--- src/rtl/smb_slave_pkg.sv ---
package smb_slave_pkg;

  typedef enum logic [2:0] {
    S_IDLE,
    S_RX,
    S_RX_DONE,
    S_RX_ACK,
    S_TX,
    S_TX_ACK,
    S_TX_NEXT,
    S_SKIP
  } smb_state_e;

  typedef enum logic [1:0] {
    ROLE_ADDR,
    ROLE_CMD,
    ROLE_CNT,
    ROLE_DATA
  } smb_role_e;

endpackage

--- src/rtl/smb_rst_sync.sv ---
module smb_rst_sync #(
  parameter int STAGES = 2
) (
  input  logic clk,
  input  logic arst_n,
  output logic rst_n_sync
);

  logic [STAGES-1:0] chain_q;

  always_ff @(posedge clk or negedge arst_n) begin
    if (!arst_n) begin
      chain_q <= '0;
    end else begin
      chain_q <= {chain_q[STAGES-2:0], 1'b1};
    end
  end

  assign rst_n_sync = chain_q[STAGES-1];

endmodule

--- src/rtl/smb_line_sync.sv ---
module smb_line_sync #(
  parameter int STAGES = 2,
  parameter int W      = 2
) (
  input  logic         clk,
  input  logic         rst_n,
  input  logic [W-1:0] din,
  output logic [W-1:0] lvl,
  output logic [W-1:0] rise,
  output logic [W-1:0] fall
);

  for (genvar gi = 0; gi < W; gi++) begin : g_line
    logic [STAGES-1:0] chain_q;
    logic              prev_q;

    always_ff @(posedge clk or negedge rst_n) begin
      if (!rst_n) begin
        chain_q <= '1;
        prev_q  <= 1'b1;
      end else begin
        chain_q <= {chain_q[STAGES-2:0], din[gi]};
        prev_q  <= chain_q[STAGES-1];
      end
    end

    assign lvl[gi]  = chain_q[STAGES-1];
    assign rise[gi] = chain_q[STAGES-1] & ~prev_q;
    assign fall[gi] = ~chain_q[STAGES-1] & prev_q;
  end

endmodule

--- src/rtl/smb_rd_sel.sv ---
module smb_rd_sel #(
  parameter int NREG  = 32,
  parameter int PTR_W = 8
) (
  input  logic [PTR_W-1:0] ptr,
  input  logic             send_cnt,
  input  logic [7:0]       rdata,
  output logic             in_range,
  output logic [7:0]       tx_byte
);

  localparam logic [7:0]     CNT_BYTE = 8'(NREG);
  localparam logic [PTR_W:0] LIMIT    = (PTR_W+1)'(NREG);

  always_comb begin
    in_range = ({1'b0, ptr} < LIMIT);
    if (send_cnt) begin
      tx_byte = CNT_BYTE;
    end else if (in_range) begin
      tx_byte = rdata;
    end else begin
      tx_byte = 8'h00;
    end
  end

endmodule

--- src/rtl/smb_regbank_slave.sv ---
module smb_regbank_slave
  import smb_slave_pkg::*;
#(
  parameter int         NREG        = 32,
  parameter logic [6:0] DEV_ADDR    = 7'h69,
  parameter int         SYNC_STAGES = 2,
  localparam int        IDX_W       = $clog2(NREG)
) (
  input  logic             clk,
  input  logic             rst_n,
  input  logic             scl_i,
  input  logic             sda_i,
  output logic             sda_oe,
  output logic             reg_we,
  output logic [IDX_W-1:0] reg_waddr,
  output logic [7:0]       reg_wdata,
  output logic [IDX_W-1:0] reg_raddr,
  input  logic [7:0]       reg_rdata
);

  localparam int PTR_W = 8;

  logic       srst_n;
  logic [1:0] line_lvl, line_rise, line_fall;
  logic       scl_rise, scl_fall, sda_lvl, start_evt, stop_evt;

  smb_rst_sync #(.STAGES(2)) rst_i (
    .clk        (clk),
    .arst_n     (rst_n),
    .rst_n_sync (srst_n)
  );

  smb_line_sync #(.STAGES(SYNC_STAGES), .W(2)) sync_i (
    .clk   (clk),
    .rst_n (srst_n),
    .din   ({sda_i, scl_i}),
    .lvl   (line_lvl),
    .rise  (line_rise),
    .fall  (line_fall)
  );

  assign scl_rise  = line_rise[0];
  assign scl_fall  = line_fall[0];
  assign sda_lvl   = line_lvl[1];
  assign start_evt = line_fall[1] & line_lvl[0] & ~line_rise[0];
  assign stop_evt  = line_rise[1] & line_lvl[0] & ~line_rise[0];

  smb_state_e       state_q, state_d;
  smb_role_e        role_q, role_d;
  logic [2:0]       bcnt_q, bcnt_d;
  logic [7:0]       shreg_q, shreg_d;
  logic             rw_q, rw_d;
  logic [PTR_W-1:0] ptr_q, ptr_d, ptr_next;
  logic             send_cnt_q, send_cnt_d;
  logic [7:0]       wr_left_q, wr_left_d;
  logic             oe_q, oe_d;
  logic             we_q, we_d;
  logic [IDX_W-1:0] waddr_q, waddr_d;
  logic [7:0]       wdata_q, wdata_d;
  logic             in_range, load_tx;
  logic [7:0]       tx_byte;

  smb_rd_sel #(.NREG(NREG), .PTR_W(PTR_W)) rd_sel_i (
    .ptr      (ptr_q),
    .send_cnt (send_cnt_q),
    .rdata    (reg_rdata),
    .in_range (in_range),
    .tx_byte  (tx_byte)
  );

  assign ptr_next = (ptr_q == '1) ? ptr_q : ptr_q + 1'b1;

  always_comb begin
    state_d    = state_q;
    role_d     = role_q;
    bcnt_d     = bcnt_q;
    shreg_d    = shreg_q;
    rw_d       = rw_q;
    ptr_d      = ptr_q;
    send_cnt_d = send_cnt_q;
    wr_left_d  = wr_left_q;
    oe_d       = oe_q;
    we_d       = 1'b0;
    waddr_d    = waddr_q;
    wdata_d    = wdata_q;
    load_tx    = 1'b0;
    if (stop_evt) begin
      state_d = S_IDLE;
      oe_d    = 1'b0;
    end else if (start_evt) begin
      state_d = S_RX;
      role_d  = ROLE_ADDR;
      bcnt_d  = 3'd0;
      oe_d    = 1'b0;
    end else begin
      case (state_q)
        S_RX: begin
          if (scl_rise) begin
            shreg_d = {shreg_q[6:0], sda_lvl};
            if (bcnt_q == 3'd7) begin
              state_d = S_RX_DONE;
            end else begin
              bcnt_d = bcnt_q + 3'd1;
            end
          end
        end
        S_RX_DONE: begin
          if (scl_fall) begin
            state_d = S_RX_ACK;
            oe_d    = 1'b1;
            case (role_q)
              ROLE_ADDR: begin
                if (shreg_q[7:1] != DEV_ADDR) begin
                  state_d = S_SKIP;
                  oe_d    = 1'b0;
                end else begin
                  rw_d = shreg_q[0];
                end
              end
              ROLE_CMD: begin
                if (shreg_q[7]) begin
                  ptr_d      = {1'b0, shreg_q[6:0]};
                  send_cnt_d = 1'b0;
                  wr_left_d  = 8'd1;
                end else begin
                  ptr_d      = '0;
                  send_cnt_d = 1'b1;
                  wr_left_d  = 8'd0;
                end
              end
              ROLE_CNT: wr_left_d = shreg_q;
              default: begin
                if (wr_left_q != 8'd0) begin
                  wr_left_d = wr_left_q - 8'd1;
                  ptr_d     = ptr_next;
                  if (in_range) begin
                    we_d    = 1'b1;
                    waddr_d = ptr_q[IDX_W-1:0];
                    wdata_d = shreg_q;
                  end
                end
              end
            endcase
          end
        end
        S_RX_ACK: begin
          if (scl_fall) begin
            oe_d = 1'b0;
            if (role_q == ROLE_ADDR && rw_q) begin
              load_tx = 1'b1;
            end else begin
              state_d = S_RX;
              bcnt_d  = 3'd0;
              case (role_q)
                ROLE_ADDR: role_d = ROLE_CMD;
                ROLE_CMD:  role_d = shreg_q[7] ? ROLE_DATA : ROLE_CNT;
                default:   role_d = ROLE_DATA;
              endcase
            end
          end
        end
        S_TX: begin
          if (scl_fall) begin
            if (bcnt_q == 3'd7) begin
              oe_d    = 1'b0;
              state_d = S_TX_ACK;
            end else begin
              bcnt_d  = bcnt_q + 3'd1;
              shreg_d = {shreg_q[6:0], 1'b0};
              oe_d    = ~shreg_q[6];
            end
          end
        end
        S_TX_ACK: begin
          if (scl_rise) begin
            state_d = sda_lvl ? S_SKIP : S_TX_NEXT;
          end
        end
        S_TX_NEXT: begin
          if (scl_fall) begin
            load_tx = 1'b1;
          end
        end
        default: oe_d = 1'b0;
      endcase
      if (load_tx) begin
        shreg_d = tx_byte;
        oe_d    = ~tx_byte[7];
        bcnt_d  = 3'd0;
        state_d = S_TX;
        if (send_cnt_q) begin
          send_cnt_d = 1'b0;
        end else begin
          ptr_d = ptr_next;
        end
      end
    end
  end

  always_ff @(posedge clk or negedge srst_n) begin
    if (!srst_n) begin
      state_q    <= S_IDLE;
      role_q     <= ROLE_ADDR;
      bcnt_q     <= 3'd0;
      shreg_q    <= 8'd0;
      rw_q       <= 1'b0;
      ptr_q      <= '0;
      send_cnt_q <= 1'b0;
      wr_left_q  <= 8'd0;
      oe_q       <= 1'b0;
      we_q       <= 1'b0;
      waddr_q    <= '0;
      wdata_q    <= 8'd0;
    end else begin
      state_q    <= state_d;
      role_q     <= role_d;
      bcnt_q     <= bcnt_d;
      shreg_q    <= shreg_d;
      rw_q       <= rw_d;
      ptr_q      <= ptr_d;
      send_cnt_q <= send_cnt_d;
      wr_left_q  <= wr_left_d;
      oe_q       <= oe_d;
      we_q       <= we_d;
      waddr_q    <= waddr_d;
      wdata_q    <= wdata_d;
    end
  end

  assign sda_oe    = oe_q;
  assign reg_we    = we_q;
  assign reg_waddr = waddr_q;
  assign reg_wdata = wdata_q;
  assign reg_raddr = ptr_q[IDX_W-1:0];


  sda_move_chk: assert property (@(posedge clk) disable iff (!srst_n)
    !$stable(oe_q) |-> $past(scl_fall || start_evt || stop_evt));


  idle_release_chk: assert property (@(posedge clk) disable iff (!srst_n)
    (state_q == S_IDLE) |-> !oe_q);


  skip_release_chk: assert property (@(posedge clk) disable iff (!srst_n)
    (state_q == S_SKIP) |-> !oe_q);


  we_pulse_chk: assert property (@(posedge clk) disable iff (!srst_n)
    we_q |=> !we_q);


  we_origin_chk: assert property (@(posedge clk) disable iff (!srst_n)
    we_q |-> $past(scl_fall));

endmodule

--- config.mk ---
export PLATFORM = sky130hd
export DESIGN_NAME = smb_regbank_slave
export DESIGN_NICKNAME = d
export VERILOG_FILES = /design/src/rtl/smb_slave_pkg.sv /design/src/rtl/smb_rst_sync.sv /design/src/rtl/smb_line_sync.sv /design/src/rtl/smb_rd_sel.sv /design/src/rtl/smb_regbank_slave.sv
export SDC_FILE = /design/constraint.sdc
export NUM_CORES = 1
export LEC_CHECK = 0
export BUFFER_PORTS_ARGS = -buffer_cell sky130_fd_sc_hd__buf_2
export CAP_MARGIN = 20
export CORE_UTILIZATION = 55
export DETAILED_ROUTE_END_ITERATION = 8
export PLACE_DENSITY = 0.74
export REMOVE_ABC_BUFFERS = 1
export SLEW_MARGIN = 20
export SYNTH_ARGS = -nofsm -noshare
export SYNTH_HDL_FRONTEND = slang
export SYNTH_SLANG_ARGS = --single-unit
--- constraint.sdc ---
create_clock -name clk -period 2.36 [get_ports clk]
set_input_delay 0.236 -clock clk [delete_from_list [all_inputs] [get_ports clk]]
set_output_delay 0.236 -clock clk [all_outputs]
set_load 0.005 [all_outputs]
==> results list <==
- ANT cells: 0
- The first global-routing pass estimated 13800 um of wire.
- Maximum vdd ir drop: 0.807 mV
- Post-Synthesis Cells: 357
- Number of remaining DRC errors: 0
- Counting tap cells, the placed design contains a total of 466 instances.
* Post-route fraction of the period consumed by the critical path: 0.955
* Transition time at the pin with the least slew margin: 0.790 ns
- Global placement routability congestion: 0.881
* Clk sinks: 57
* Grt ovf: 0
- The worst register-to-register path has a depth of 5.
* Distinct cell type count of the synthesized netlist: 65
- The die covers 6450 um^2.
- After the first detailed-routing iteration, the DRC count stood at 342.
* Post-synthesis simple-gate area fraction: 0.201
* Req. time, crit path: 2.59 ns
* Launch point of the worst reg-to-reg path: wr_left_q[3]
* Port Buf Inserts: 31
* Kind of end point of the critical path: register
- The root buffer cell chosen for the clock tree is clkbuf_8.
- Summed over all nets, the half-perimeter wirelength after detailed placement is 5800 um.
* Cts repair resizes: 0
* Cell depth of the worst min-delay path: 3
- STA classifies the critical path startpoint as a register.
- For this design the ratio of total power to cell area is 1230 nW/um^2.
* Number of buffers added for setup after CTS: 0
* Final clock skew: 0.00781 ns
- Floorplan row count: 28
* Number of antenna violations at the first check in global routing: 0
* Status: completed
- From left edge to right edge, the die measures 80.3 um.
- Once layout is complete, the cells apart from fillers number 485.
- For this run, the register share of the synthesized area comes to 0.425.
* Synth Area in XOR/XNOR: 0.00519
* Hold Startpoint: reg_rdata[4]
- Max-cap violations in this run came to 0.
* Cell types with the largest area share after synthesis: dfrtp_1 (38%), dfstp_2 (4.7%), mux2_2 (4.3%), o21ai_0 (4.2%), ha_1 (3.7%)
- The total area inside the core boundary comes to 5920 um^2.
- Entering global routing, the biggest net connects 36 pins.
- For this run, the post-layout net count is 427.
- Of the total power, the share spent switching nets is 0.404.
- Seq cells post-synth: 57
- Highest fanout seen on the critical path: 7
- Based on the critical path, the design can be clocked at up to 0.443 GHz.
- Setup slack on the critical path of the routed design comes to 0.105 ns.
* Critical-path cell with the highest stage delay: or4_4
- The clock tree synthesis step divided the H-tree into 3 levels.
- R2r setup slk: 0.11 ns
- STA puts the critical path data arrival time at 2.48 ns.
* Endpoints failing setup: 0
- By startpoint and endpoint, the worst setup path is classified as register to register.
* Die Y: 80.3 um
- Prevailing post-synth register cell: dfrtp_1
- Worst slack at placement: 0.204 ns
- Summed over all instances, the cell type with the most area after synthesis is dfrtp_1.
- Setup repair after global routing missed its margin: no
- Using the TritonRoute via totals, the vias-per-cell ratio works out to 6.20.
* Yosys synthesis warning count: 0
- Of the total power, registers draw 0.359.
- The max-slew violation count was 0.
- In this run, CTS created clock tree buffers numbering 9.
- The detail route stage leaves a number of antenna-violating nets equal to 0.
- Mux cell area share after synthesis: 0.0642
- After clock tree synthesis, the clock-pin slew on the worst setup and hold paths is 0.07 ns.
- Ports: 32
- Clock buffer depth: 2
- Rel. slew slack: 0.473
* Cell-by-cell listing of the critical path: or3_1 -> or4_4 -> o311ai_4 -> nor3_1 -> a211o_1
- Clock share of power: 0.220
- Combinational cell fraction of total power: 0.421
- Final routed wirelength across all metal layers: 8320 um
* Synth top area share: 0.378
- The later pin in the worst-skew pair is clocked with a latency of 0.35 ns.
* First-pass iteration count of the detailed router: 5
- For this run, asynchronously set or reset flops after synthesis account for 1.00.
* Quantity of hold-fixing buffers added after cts: 3
- The final number of hold-violating endpoints is 0.
- Summed over all nets, the switching power comes to 1.96 mW.
* Post-synthesis to final-layout area growth: 17.3%
* Main combinational cell family by area after synthesis: compound AO/OA/AOI/OAI gates
- Post-synthesis compound-gate area fraction: 0.216
- Stage delay of the slowest cell on the critical path: 0.55 ns
- The initial utilization of the core area, before any placement, comes to 0.570.
- Total vias in the final route: 3007
* Int Pwr: 2.89 mW
- Endpoint with the worst hold slack: shreg_q[4]
* Worst min path class: input port to register
* Layout cell share with drive strength beyond 1: 0.249
- Detail-routed net length per standard cell: 17.2 um
- Counting flops with a built-in enable in the synthesized netlist gives 0.
* Syn_area_per_cell: 9.45 um^2
* Leakage: 1.78 nW
* Post-synthesis share of cell area spent on full adders, half adders and majority gates: 0.0371
- Worst reg2reg endpoint: wr_left_q[0]
- TritonCTS clock tree: done
* Shortest period the worst path allows: 2.25 ns
- In this run the cell area of the synthesized design comes to 3370 um^2.
- Number of global-route vias before repair: 2812
- In the global route stage, overall resource usage came out at 0.286.
## state kept, by name (all words and copies together), names as in the netlist
name	count
ptr_q	8
reg_wdata	8
shreg_q	8
wr_left_q	8
reg_waddr	5
sync_i.g_line.chain_q	4
bcnt_q	3
state_q	3
role_q	2
rst_i.chain_q	2
sync_i.g_line.prev_q	2
reg_we	1
rw_q	1
sda_oe	1
send_cnt_q	1
## power by group through the flow
stage | Clock [mW] | Combinational, mW | Sequential (mW)
floorplan | 0 | 1.30 | 1.71
global placement | 0 | 1.95 | 1.75
detailed placement | 0 | 1.99 | 1.76
CTS | 1.08 | 2.01 | 1.74
global route | 1.12 | 2.25 | 1.80
finish | 1.07 | 2.04 | 1.74
## metal layers
| layer | track usage | up-vias | share of wire | routed length [um] |
|---|---|---|---|---|
| li1 | - | 1411 | - | - |
| met1 | 0.391 | 1417 | 0.44 | 3700 |
| met2 | 0.432 | 159 | 0.45 | 3770 |
| met3 | 0.0534 | 20 | 0.075 | 625 |
| met4 | 0.148 | 0 | 0.026 | 219 |
| met5 | 0 | - | 0 | 0 |
## per-stage QoR
step	area [um^2]	TNS [ns]	power, mW	hold WS [ns]	utilization
2_1_floorplan	3240	-3.24	3.01	-0.0596	-
3_3_place_gp	3700	0	3.69	0.0215	0.624
3_5_place_dp	3700	0	3.75	0.0249	0.624
4_1_cts	3960	0	4.83	0.118	0.668
5_1_grt	3960	0	5.18	0.146	0.668
6_report	3960	0	4.85	0.130	0.668
## worst max-delay path by stage
stage | slack [ns] | startpoint | cells after the start | to
2_1_floorplan | -0.45 | role_q[0] | 7 | ptr_q[0]
3_3_place_gp | 0.23 | wr_left_q[3] | 5 | wr_left_q[0]
3_5_place_dp | 0.20 | wr_left_q[3] | 5 | wr_left_q[0]
4_1_cts | 0.11 | wr_left_q[3] | 5 | wr_left_q[0]
5_1_grt | 0.04 | ptr_q[1] | 6 | ptr_q[0]
6_report | 0.11 | wr_left_q[3] | 5 | wr_left_q[0]
## worst max-delay path: cells and delay by family (launching register included)
family / cells / cell delay [ns]
AOI/OAI and AO/OA: 2 / 0.68
DFF: 1 / 0.41
and+or+nand+nor: 3 / 1.04
## logic make-up after synthesis
group / after synthesis
AOI/OAI and AO/OA: 104
xor gates and xnor gates: 2
adders and majority gates: 10
buffers and inverters: 35
DFF: 57
muxes: 20
other: 1
and+or+nand+nor: 128
## cells in the final DEF (no fill, tap or decap), types with 4 or more instances in the layout
cell type,n
and3_1,4
nor3_1,13
mux2_2,13
clkbuf_8,11
a211oi_1,4
nand3_1,9
dfstp_2,6
nand2_1,31
dfrtp_1,50
nor2b_1,4
ha_1,10
nor2_1,29
nand2b_1,12
a31oi_1,4
a2bb2oi_1,7
o21ai_0,28
mux2i_1,7
buf_4,27
a21oi_1,15
inv_1,10
o21ai_1,4
buf_2,31
## synthesized netlist by cell type (3+ instances only)
| master | number |
|---|---|
| nor3b_1 | 3 |
| a22oi_1 | 3 |
| nand2b_1 | 12 |
| and2_1 | 3 |
| nor2_1 | 29 |
| a21oi_1 | 15 |
| nand3b_1 | 3 |
| mux2i_1 | 7 |
| clkbuf_1 | 14 |
| o31ai_1 | 3 |
| o32ai_1 | 3 |
| a2bb2oi_1 | 7 |
| o21ai_0 | 28 |
| a21o_1 | 3 |
| buf_4 | 6 |
| a221oi_1 | 3 |
| nor3_1 | 13 |
| nand3_1 | 9 |
| nor2b_1 | 4 |
| dfrtp_1 | 51 |
| a31oi_1 | 4 |
| a211oi_1 | 4 |
| mux2_2 | 13 |
| nand2_1 | 31 |
| and3_1 | 4 |
| ha_1 | 10 |
| dfstp_2 | 6 |
| or3_1 | 3 |
| o21ai_1 | 4 |
| inv_1 | 10 |
| o22ai_1 | 3 |
## layout make-up
cell class                 count  area, um^2
clock buffer                  12         155
timing repair buffer          61         388
tap                           75        93.8
multi-input combinational    265        1770
clock inverter                 4        75.1
inverter                      11        41.3
fill                         460        1960
sequential                    57        1440
(Power assumes the default switching activity.)
